`config.mk`:
```
export PLATFORM = sky130hd
export DESIGN_NAME = hart_stat_irq_csr
export DESIGN_NICKNAME = d
export VERILOG_FILES = /design/src/rtl/hsic_pkg.sv /design/src/rtl/hsic_decode.sv /design/src/rtl/hsic_mreg.sv /design/src/rtl/hsic_status.sv /design/src/rtl/hsic_rdmux.sv /design/src/rtl/hart_stat_irq_csr.sv
export SDC_FILE = /design/constraint.sdc
export NUM_CORES = 1
export LEC_CHECK = 0
export BUFFER_PORTS_ARGS = -buffer_cell sky130_fd_sc_hd__buf_2
export CAP_MARGIN = 20
export CORE_UTILIZATION = 40
export CTS_CLUSTER_SIZE = 25
export DETAILED_ROUTE_END_ITERATION = 7
export PLACE_DENSITY = 0.68
export SLEW_MARGIN = 20
export SYNTH_ARGS = -nofsm -noshare
export SYNTH_HDL_FRONTEND = slang
export SYNTH_SLANG_ARGS = --single-unit
```
`constraint.sdc`:
```
create_clock -name clk -period 1.88 [get_ports clk]
set_clock_uncertainty 0.05 [all_clocks]
set_input_delay 0.094 -clock clk [delete_from_list [all_inputs] [get_ports clk]]
set_output_delay 0.094 -clock clk [all_outputs]
set_load 0.1 [all_outputs]
```
`src/rtl/hsic_pkg.sv`:
```
// Shared constants and types for the hart status / interrupt register block.
// Assumes a 32-bit register width and the standard 12-bit CSR address space.
package hsic_pkg;

    localparam int XLEN   = 32;
    localparam int ADDR_W = 12;

    typedef logic [XLEN-1:0]   word_t;
    typedef logic [ADDR_W-1:0] csr_addr_t;

    // CSR addresses served by this block
    localparam csr_addr_t A_MSTATUS = 12'h300;
    localparam csr_addr_t A_MEDELEG = 12'h302;
    localparam csr_addr_t A_MIDELEG = 12'h303;
    localparam csr_addr_t A_MIE     = 12'h304;
    localparam csr_addr_t A_MIP     = 12'h344;
    localparam csr_addr_t A_SSTATUS = 12'h100;
    localparam csr_addr_t A_SIE     = 12'h104;
    localparam csr_addr_t A_SIP     = 12'h144;

    // Status word bit positions
    localparam int B_UIE  = 0;
    localparam int B_SIE  = 1;
    localparam int B_MIE  = 3;
    localparam int B_UPIE = 4;
    localparam int B_SPIE = 5;
    localparam int B_MPIE = 7;
    localparam int B_SPP  = 8;
    localparam int B_MPP  = 11;
    localparam int B_FS   = 13;
    localparam int B_XS   = 15;
    localparam int B_MPRV = 17;
    localparam int B_SUM  = 18;
    localparam int B_MXR  = 19;
    localparam int B_SD   = XLEN - 1;

    // Interrupt bit positions
    localparam int B_SSIP = 1;
    localparam int B_MSIP = 3;
    localparam int B_STIP = 5;
    localparam int B_MTIP = 7;
    localparam int B_SEIP = 9;

    // Privilege encodings for the MPP field
    localparam logic [1:0] PRIV_U    = 2'd0;
    localparam logic [1:0] PRIV_S    = 2'd1;
    localparam logic [1:0] PRIV_RSVD = 2'd2;

    localparam word_t ONE = word_t'(1);

    localparam word_t MPP_MASK = (ONE << B_MPP) | (ONE << (B_MPP + 1));
    localparam word_t FS_MASK  = (ONE << B_FS)  | (ONE << (B_FS + 1));
    localparam word_t XS_MASK  = (ONE << B_XS)  | (ONE << (B_XS + 1));

    // Fields software may change through the machine status address
    localparam word_t M_WMASK = (ONE << B_SIE) | (ONE << B_MIE) | (ONE << B_SPIE) |
                                (ONE << B_MPIE) | (ONE << B_SPP) | MPP_MASK | FS_MASK |
                                (ONE << B_MPRV) | (ONE << B_SUM) | (ONE << B_MXR);

    // Fields reachable through the supervisor status view
    localparam word_t S_WMASK = (ONE << B_UIE) | (ONE << B_SIE) | (ONE << B_UPIE) |
                                (ONE << B_SPIE) | (ONE << B_SPP) | FS_MASK | XS_MASK |
                                (ONE << B_SUM) | (ONE << B_MXR);
    localparam word_t S_RMASK = S_WMASK | (ONE << B_SD);

    // Fields whose change requests a translation-cache flush
    localparam word_t FLUSH_MASK = MPP_MASK | (ONE << B_MPRV) | (ONE << B_SUM) | (ONE << B_MXR);

    localparam word_t IE_WMASK  = (ONE << B_SSIP) | (ONE << B_MSIP) | (ONE << B_STIP) |
                                  (ONE << B_MTIP) | (ONE << B_SEIP);
    localparam word_t ID_WMASK  = (ONE << B_SSIP) | (ONE << B_STIP) | (ONE << B_SEIP);
    localparam word_t IP_SWMASK = (ONE << B_SSIP) | (ONE << B_STIP);

    // Exception causes 0..9, 12, 13 and 15 may be delegated
    localparam word_t ED_WMASK  = ((ONE << 10) - ONE) | (ONE << 12) | (ONE << 13) | (ONE << 15);

    // One-hot register selection produced by the address decoder
    typedef struct packed {
        logic mstatus;
        logic sstatus;
        logic mie;
        logic sie;
        logic mip;
        logic sip;
        logic mideleg;
        logic medeleg;
    } sel_t;

endpackage

```
`src/rtl/hsic_decode.sv`:
```
// Address decoder: turns the CSR address into a one-hot read select and a
// write select that is active only with the write strobe.
// Assumes an unmapped address selects nothing.
module hsic_decode
    import hsic_pkg::*;
(
    input  csr_addr_t addr,
    input  logic      wr_en,
    output sel_t      rsel,
    output sel_t      wsel
);

    // Match the address against each served register, then gate with the strobe
    always_comb begin
        rsel = '0;
        case (addr)
            A_MSTATUS: rsel.mstatus = 1'b1;
            A_SSTATUS: rsel.sstatus = 1'b1;
            A_MIE:     rsel.mie     = 1'b1;
            A_SIE:     rsel.sie     = 1'b1;
            A_MIP:     rsel.mip     = 1'b1;
            A_SIP:     rsel.sip     = 1'b1;
            A_MIDELEG: rsel.mideleg = 1'b1;
            A_MEDELEG: rsel.medeleg = 1'b1;
            default:   rsel = '0;
        endcase
        wsel = wr_en ? rsel : '0;
    end

endmodule

```
`src/rtl/hsic_mreg.sv`:
```
// Generic masked register: on a write, only the bits set in both the fixed
// mask WMASK and the per-write lane mask take the new data.
// Assumes synchronous active-low reset to zero.
module hsic_mreg #(
    parameter int               WIDTH = 32,
    parameter logic [WIDTH-1:0] WMASK = '1
) (
    input  logic             clk,
    input  logic             rst_n,
    input  logic             wr,
    input  logic [WIDTH-1:0] lane,
    input  logic [WIDTH-1:0] d,
    output logic [WIDTH-1:0] q
);

    logic [WIDTH-1:0] en_bits;

    // Bits this write may touch
    assign en_bits = WMASK & lane;

    // Hold the register, merging new data into enabled bits on a write
    always_ff @(posedge clk) begin
        if (!rst_n) begin
            q <= '0;
        end else if (wr) begin
            q <= (q & ~en_bits) | (d & en_bits);
        end
    end

endmodule

```
`src/rtl/hsic_status.sv`:
```
// Machine status word. Supervisor view writes are first merged into the
// current word, then both paths share the same update rules: field masks,
// dropping of unsupported previous-privilege values, FS forced dirty, SD
// derived, and a flush request when a translation field changes.
// Assumes at most one status write per cycle (guaranteed by the decoder).
module hsic_status
    import hsic_pkg::*;
(
    input  logic  clk,
    input  logic  rst_n,
    input  logic  wr_m,
    input  logic  wr_s,
    input  logic  has_s,
    input  logic  has_u,
    input  word_t wdata,
    output word_t st_o,
    output logic  flush_o
);

    word_t      st_q;
    word_t      src;
    word_t      mask;
    word_t      nxt;
    logic [1:0] mpp_req;
    logic       mpp_bad;
    logic       any_wr;

    assign any_wr = wr_m | wr_s;

    // Build the candidate status word for this cycle's write
    always_comb begin
        src     = wr_s ? ((st_q & ~S_WMASK) | (wdata & S_WMASK)) : wdata;
        mpp_req = src[B_MPP +: 2];
        mpp_bad = (mpp_req == PRIV_RSVD) ||
                  ((mpp_req == PRIV_S) && !has_s) ||
                  ((mpp_req == PRIV_U) && !has_u);
        mask    = mpp_bad ? (M_WMASK & ~MPP_MASK) : M_WMASK;
        nxt     = (st_q & ~mask) | (src & mask);
        if (nxt[B_FS +: 2] != 2'b00) begin
            nxt[B_FS +: 2] = 2'b11;
        end
        nxt[B_SD] = (nxt[B_FS +: 2] == 2'b11) || (nxt[B_XS +: 2] == 2'b11);
    end

    // Store the status word and register the flush request
    always_ff @(posedge clk) begin
        if (!rst_n) begin
            st_q    <= '0;
            flush_o <= 1'b0;
        end else begin
            flush_o <= any_wr && (((nxt ^ st_q) & FLUSH_MASK) != '0);
            if (any_wr) begin
                st_q <= nxt;
            end
        end
    end

    assign st_o = st_q;

endmodule

```
`src/rtl/hsic_rdmux.sv`:
```
// Read multiplexer: selects the addressed register or view. Pending reads
// include the hardware pending lines; supervisor views are masked.
// Assumes a one-hot (or empty) select, so an AND-OR tree suffices.
module hsic_rdmux
    import hsic_pkg::*;
(
    input  sel_t  rsel,
    input  word_t st,
    input  word_t ie,
    input  word_t ip_sw,
    input  word_t id,
    input  word_t ed,
    input  logic  hw_msip,
    input  logic  hw_mtip,
    input  logic  hw_seip,
    output word_t rdata
);

    word_t ip_full;

    // Merge hardware pending lines into the stored software bits
    always_comb begin
        ip_full         = ip_sw;
        ip_full[B_MSIP] = ip_sw[B_MSIP] | hw_msip;
        ip_full[B_MTIP] = ip_sw[B_MTIP] | hw_mtip;
        ip_full[B_SEIP] = ip_sw[B_SEIP] | hw_seip;
    end

    // AND-OR selection of the read value
    always_comb begin
        rdata = ({XLEN{rsel.mstatus}} & st)
              | ({XLEN{rsel.sstatus}} & (st & S_RMASK))
              | ({XLEN{rsel.mie}}     & ie)
              | ({XLEN{rsel.sie}}     & (ie & id))
              | ({XLEN{rsel.mip}}     & ip_full)
              | ({XLEN{rsel.sip}}     & (ip_full & id))
              | ({XLEN{rsel.mideleg}} & id)
              | ({XLEN{rsel.medeleg}} & ed);
    end

endmodule

```
`src/rtl/hart_stat_irq_csr.sv`:
```
// Top of the hart status / interrupt register block. Decodes the CSR
// address, routes writes (supervisor views write through delegation lanes)
// and returns read data combinationally.
// Assumes one CSR access per cycle and synchronous active-low reset.
module hart_stat_irq_csr
    import hsic_pkg::*;
(
    input  logic                clk,
    input  logic                rst_n,
    input  logic                wr_en,
    input  logic [ADDR_W-1:0]   addr,
    input  logic [XLEN-1:0]     wdata,
    input  logic                has_smode,
    input  logic                has_umode,
    input  logic                hw_msip,
    input  logic                hw_mtip,
    input  logic                hw_seip,
    output logic [XLEN-1:0]     rdata,
    output logic                tlb_flush
);

    sel_t  rsel;
    sel_t  wsel;
    word_t st_w;
    word_t ie_w;
    word_t ip_w;
    word_t id_w;
    word_t ed_w;
    word_t ie_lane;
    word_t ip_lane;

    hsic_decode u_dec (
        .addr  (addr),
        .wr_en (wr_en),
        .rsel  (rsel),
        .wsel  (wsel)
    );

    hsic_status u_stat (
        .clk     (clk),
        .rst_n   (rst_n),
        .wr_m    (wsel.mstatus),
        .wr_s    (wsel.sstatus),
        .has_s   (has_smode),
        .has_u   (has_umode),
        .wdata   (wdata),
        .st_o    (st_w),
        .flush_o (tlb_flush)
    );

    // Supervisor views may only reach bits that are delegated
    assign ie_lane = wsel.sie ? id_w : '1;
    assign ip_lane = wsel.sip ? id_w : '1;

    hsic_mreg #(.WIDTH(XLEN), .WMASK(IE_WMASK)) u_ie (
        .clk   (clk),
        .rst_n (rst_n),
        .wr    (wsel.mie | wsel.sie),
        .lane  (ie_lane),
        .d     (wdata),
        .q     (ie_w)
    );

    hsic_mreg #(.WIDTH(XLEN), .WMASK(IP_SWMASK)) u_ip (
        .clk   (clk),
        .rst_n (rst_n),
        .wr    (wsel.mip | wsel.sip),
        .lane  (ip_lane),
        .d     (wdata),
        .q     (ip_w)
    );

    hsic_mreg #(.WIDTH(XLEN), .WMASK(ID_WMASK)) u_id (
        .clk   (clk),
        .rst_n (rst_n),
        .wr    (wsel.mideleg),
        .lane  ('1),
        .d     (wdata),
        .q     (id_w)
    );

    hsic_mreg #(.WIDTH(XLEN), .WMASK(ED_WMASK)) u_ed (
        .clk   (clk),
        .rst_n (rst_n),
        .wr    (wsel.medeleg),
        .lane  ('1),
        .d     (wdata),
        .q     (ed_w)
    );

    hsic_rdmux u_rd (
        .rsel    (rsel),
        .st      (st_w),
        .ie      (ie_w),
        .ip_sw   (ip_w),
        .id      (id_w),
        .ed      (ed_w),
        .hw_msip (hw_msip),
        .hw_mtip (hw_mtip),
        .hw_seip (hw_seip),
        .rdata   (rdata)
    );

endmodule

```
# Word level (Yosys, flattened, before mapping)
# Index checks and enable logic that the tools add are counted.
# word_totals
out_inout_bits,33
in_bits,52
register_bits,161
# classes
n_reduce_logical,11
eq_ne,12
muxes,14
n_bitwise,39
# op_table
operator,n
$and 32x32->32,12
$or 32x32->32,9
$and 31x31->31,2
$eq 12x10->1 const B,5
$eq 12x9->1 const B,3
$and 32x10->32,1
$and 32x6->32,1
$not 10->32,1
$not 6->32,1
$or 32x10->32,1
$or 32x16->32,1
$reduce_bool 32->1,1
$mux 31,1
$not 31->31,1
$or 31x20->31,1
$or 31x31->31,1
$xor 20x20->20,1
$mux 13,1
$mux 10,1
$mux 1,8
$mux 8,1
$eq 2x2->1 const B,3
$mux 6,1
$or 1x1->1,6
other kinds (7),12

# Longest topological paths before layout
# depth
word_depth,17
ltp_mapped,7
mapped_depth_nobuf,4

# Hierarchy
# From an unflattened synthesis, not the netlist that was laid out.
# unflattened
cells_unflattened,640
hier_area_um2,4528.1
# modules_own_cells
mod,cells_each,instances,area_per_inst_um2
hsic_rdmux,214,1,1253.7
hsic_status,89,1,782.0
hsic_mreg (u_ed),89,1,724.4
hart_stat_irq_csr,73,1,459.2
hsic_mreg (u_ie),54,1,420.4
hsic_mreg (u_id),45,1,345.3
hsic_mreg (u_ip),41,1,311.5
hsic_decode,35,1,231.5

# Worst setup path before layout
# No wires, ideal clock.
# synth_path
kind,input port to output port
start,input addr[11]
end,output rdata[9]
path_buffers,1
slack_ns,-1.719
arrival_ns,3.455
stages,5
path_cell_list,or3b_2 buf_2 nor4_1 a41oi_1 o21ai_0
# synth_between
elab_chain_len,10
# synth_lines
element,line_no,source
start: declaration,hart_stat_irq_csr.sv:11,"input logic [ADDR_W-1:0] addr,"
$eq 12x10->1 or $eq 12x9->1 (tied branches),hsic_decode.sv:16,case (addr)
$mux 1,hsic_decode.sv:16,
"$and 32x32->32, on equally long branches","hsic_rdmux.sv:31, hsic_rdmux.sv:32",
$or 32x32->32,hsic_rdmux.sv:32,| ({XLEN{rsel.sstatus}} & (st & S_RMASK))
$or 32x32->32,hsic_rdmux.sv:33,| ({XLEN{rsel.mie}} & ie)
$or 32x32->32,hsic_rdmux.sv:34,| ({XLEN{rsel.sie}} & (ie & id))
$or 32x32->32,hsic_rdmux.sv:35,| ({XLEN{rsel.mip}} & ip_full)
$or 32x32->32,hsic_rdmux.sv:36,| ({XLEN{rsel.sip}} & (ip_full & id))
$or 32x32->32,hsic_rdmux.sv:37,| ({XLEN{rsel.mideleg}} & id)
$or 32x32->32 (*),hsic_rdmux.sv:38,| ({XLEN{rsel.medeleg}} & ed);
end: declaration,hart_stat_irq_csr.sv:18,"output logic [XLEN-1:0] rdata,"
# Every way passes the cells marked *; elsewhere a longest branch is shown, timed or not.

# Final worst setup path
# layout_path
start,input addr[7]
end,output rdata[9]
# The elaborated chain is that of the path after synthesis.

==> impl_metrics.ini <==
[outcome]
outcome = complete, no violations

[cts]
cts_buffer_depth = 2
clk_pin_slew_ns = 0.06
cts-root-buf = clkbuf_8
cts_tree = yes
cts_buffers = 5
clk_latency_ns = 0.29
clock_sinks = 35
ctsHtreeMaxLevel = 2

[global_routing]
antenna_found_initial = 0
grt_use_total = 0.2110
grt_max_degree = 31
overflow = 0
grt_pass1_wl_mm = 8.569
grt_pass1_vias = 1863

[worst_setup_path]
arrival_ns = 1.70
crit_start = addr[7]
required_ns = 1.74
rr_endpoint = u_ip.q[1]
ff2ff_setup_slack_ns = 0.72
endpoint = rdata[9]
r2r_cells = 3
path_class = input pin to primary output
end_kind = primary output
crit_path_start_kind = input pin
timing.rr.start = u_id.q[1]
crit_fanout = 7

[drt]
dr.first_iter.drc_count = 95
avgRoutedWirePerCell_um = 14.11
drc = 0
first_pass_iters = 6
ant_nets = 0
totalWireLength_mm = 5.305
vias = 2009
avgViaCountPerCell = 5.343

[die]
coreArea_mm2 = 0.004817
row_count = 25
fp.dieW_um = 73.67
fp.dieH_um = 73.67
num_io_pins = 85
dieArea_mm2 = 0.005427
start_util = 0.4265

[placed_design]
globalplace.congestion = 0.7882
io_buffer_count = 57
dpl-instance-area_mm2 = 0.002833
dp_worst_setup_slack_ns = -0.07617
dp_hpwl_mm = 3.965

[synthesis]
synth_edf_count = 0
synth.top_cell.area_share = 0.3410
ys_warn_count = 0
postSynthAreaPerCell_um2 = 8.632
synth.distinct_cells = 46
synthCells = 238
yosysMostFrequentCell = dfxtp_1
ys.flop_type = dfxtp_1
syn-cell-area_mm2 = 0.002054
synth_top_cell_by_area = dfxtp_1
synthTopCellsByArea = dfxtp_1, mux2i_1, buf_4, nand2_1, nand4_1
synthArstFlopShare = 0
ys_seq_area_frac = 0.3410
ys_ff_latch = 35
synth_common_cells = dfxtp_1, nand2_1, mux2i_1, buf_4, o21ai_0

[sta]
hold_slack_ns = 0.006084
setup_ws_ns = 0.03955
slew_violations = 0
rsz0062_at_grt = yes
slew_headroom = 0.6444
min_period_ns = 1.840
tightest_slew_ns = 0.5334
finalHoldViolations = 0
finalSetupViolCount = 0
fmaxAchievable_mhz = 543.3
period_share = 0.9790

[final_layout]
design_area_mm2 = 0.002963
drive_gt1_frac = 0.3689
area_delta_synth_final_pct = 44.21
fin_nets = 360
utilization = 0.6151
insertedDiodeCount = 0

[power_and_ir_drop]
leakagePower_uw = 0.001238
power_density_mw_per_mm2 = 514.8
vdd_ir_drop_max_v = 0.0003871

[job]
drv_cap = 0

[worst_hold_path]
hp-class = input pin to flip-flop
metal layers:
metal | track usage | vias to the layer above | routed length, um
met2 | 0.3619 | 76 | 2606
met4 | 0.07692 | 0 | 95
met3 | 0.05487 | 11 | 341
met5 | 0 | - | 0
li1 | - | 981 | -
met1 | 0.2532 | 941 | 2261
layout make-up:
type	instances	area (um2)
timing repair buffer	81	802.0
sequential	35	700.7
inverter	2	7.507
clock inverter	1	5.005
multi-input combinational	183	1287
tap	67	83.83
clock buffer	7	76.32
fill	433	1854
kinds of logic (layout without fill, tap and decap cells):
| family | Yosys count | in the layout | synth area share |
|---|---|---|---|
| AOI/OAI and AO/OA | 45 | 45 | 0.1620 |
| muxes | 21 | 21 | 0.1023 |
| DFF | 35 | 35 | 0.3410 |
| xor gates and xnor gates | 4 | 4 | 0.01705 |
| buffers and inverters | 32 | 91 | 0.09257 |
| and+or+nand+nor | 100 | 100 | 0.2832 |
| other | 1 | 13 | 0.001825 |
worst min path at each step:
stage | start | end | slack (ns) | cells past startpoint
after global routing | wdata[0] | u_ed.q[0] | 0.02 | 3
after floorplan | wdata[0] | u_ed.q[0] | 0.19 | 2
after global placement | wdata[2] | u_ed.q[2] | 0.28 | 3
after CTS | wdata[6] | u_ed.q[6] | 0.003 | 3
after detailed placement | wdata[2] | u_ed.q[2] | 0.29 | 3
final | wdata[13] | u_ed.q[13] | 0.006 | 3
power by group:
part,switching [uW],internal [uW],total (uW)
combinational,201,65.8,266
clock,258,260,518
sequential,0.0579,741,741
timing repair:
item,4_1_cts,5_1_grt
cloned,0,0
hold endpoints to repair,4,0
pin swaps,2,2
gates resized for setup,2,1
setup endpoints to repair,12,7
hold buffers,4,0
buffers inserted,0,0
state kept, by name (all words and copies together) (netlist names):
register and flops:
u_ip.q 2, u_stat.st_o 11, u_id.q 3, u_stat.flush_o 1
u_ie.q 5, u_ed.q 13
per-stage QoR:
stage | total power [uW] | instances | TNS [ns]
detailed placement | 1015 | 364 | -1.089
floorplan | 966.4 | 250 | -1.164
global route | 1598 | 376 | -0.08445
global placement | 1013 | 364 | -0.8135
finish | 1525 | 376 | 0
CTS | 1536 | 376 | 0
critical path, stage by stage:
cell and delay (ns):
buf_2 0.10, or4_4 0.61, nor4_2 0.27, buf_4 0.17, a31oi_1 0.07, o21ai_4 0.19, buf_12 0.19
cells in the final DEF, fill, tap and decap left out, types with 3 or more instances in the layout:
master,synthesis,layout
buf_12,0,22
conb_1,1,13
dfxtp_1,35,35
nor4_4,2,3
o21ai_0,13,12
xnor2_1,4,4
nor2b_1,10,10
o2bb2ai_1,3,3
clkbuf_8,0,5
o211ai_1,4,4
mux2i_1,21,21
a32o_2,0,3
o31ai_1,3,3
dlygate4sd3_1,0,4
buf_4,16,16
buf_2,2,38
nor2_1,11,10
and2_2,0,7
nand2_1,32,32
nand4_1,11,11
No activity file was read; power rests on OpenSTA's default activity.
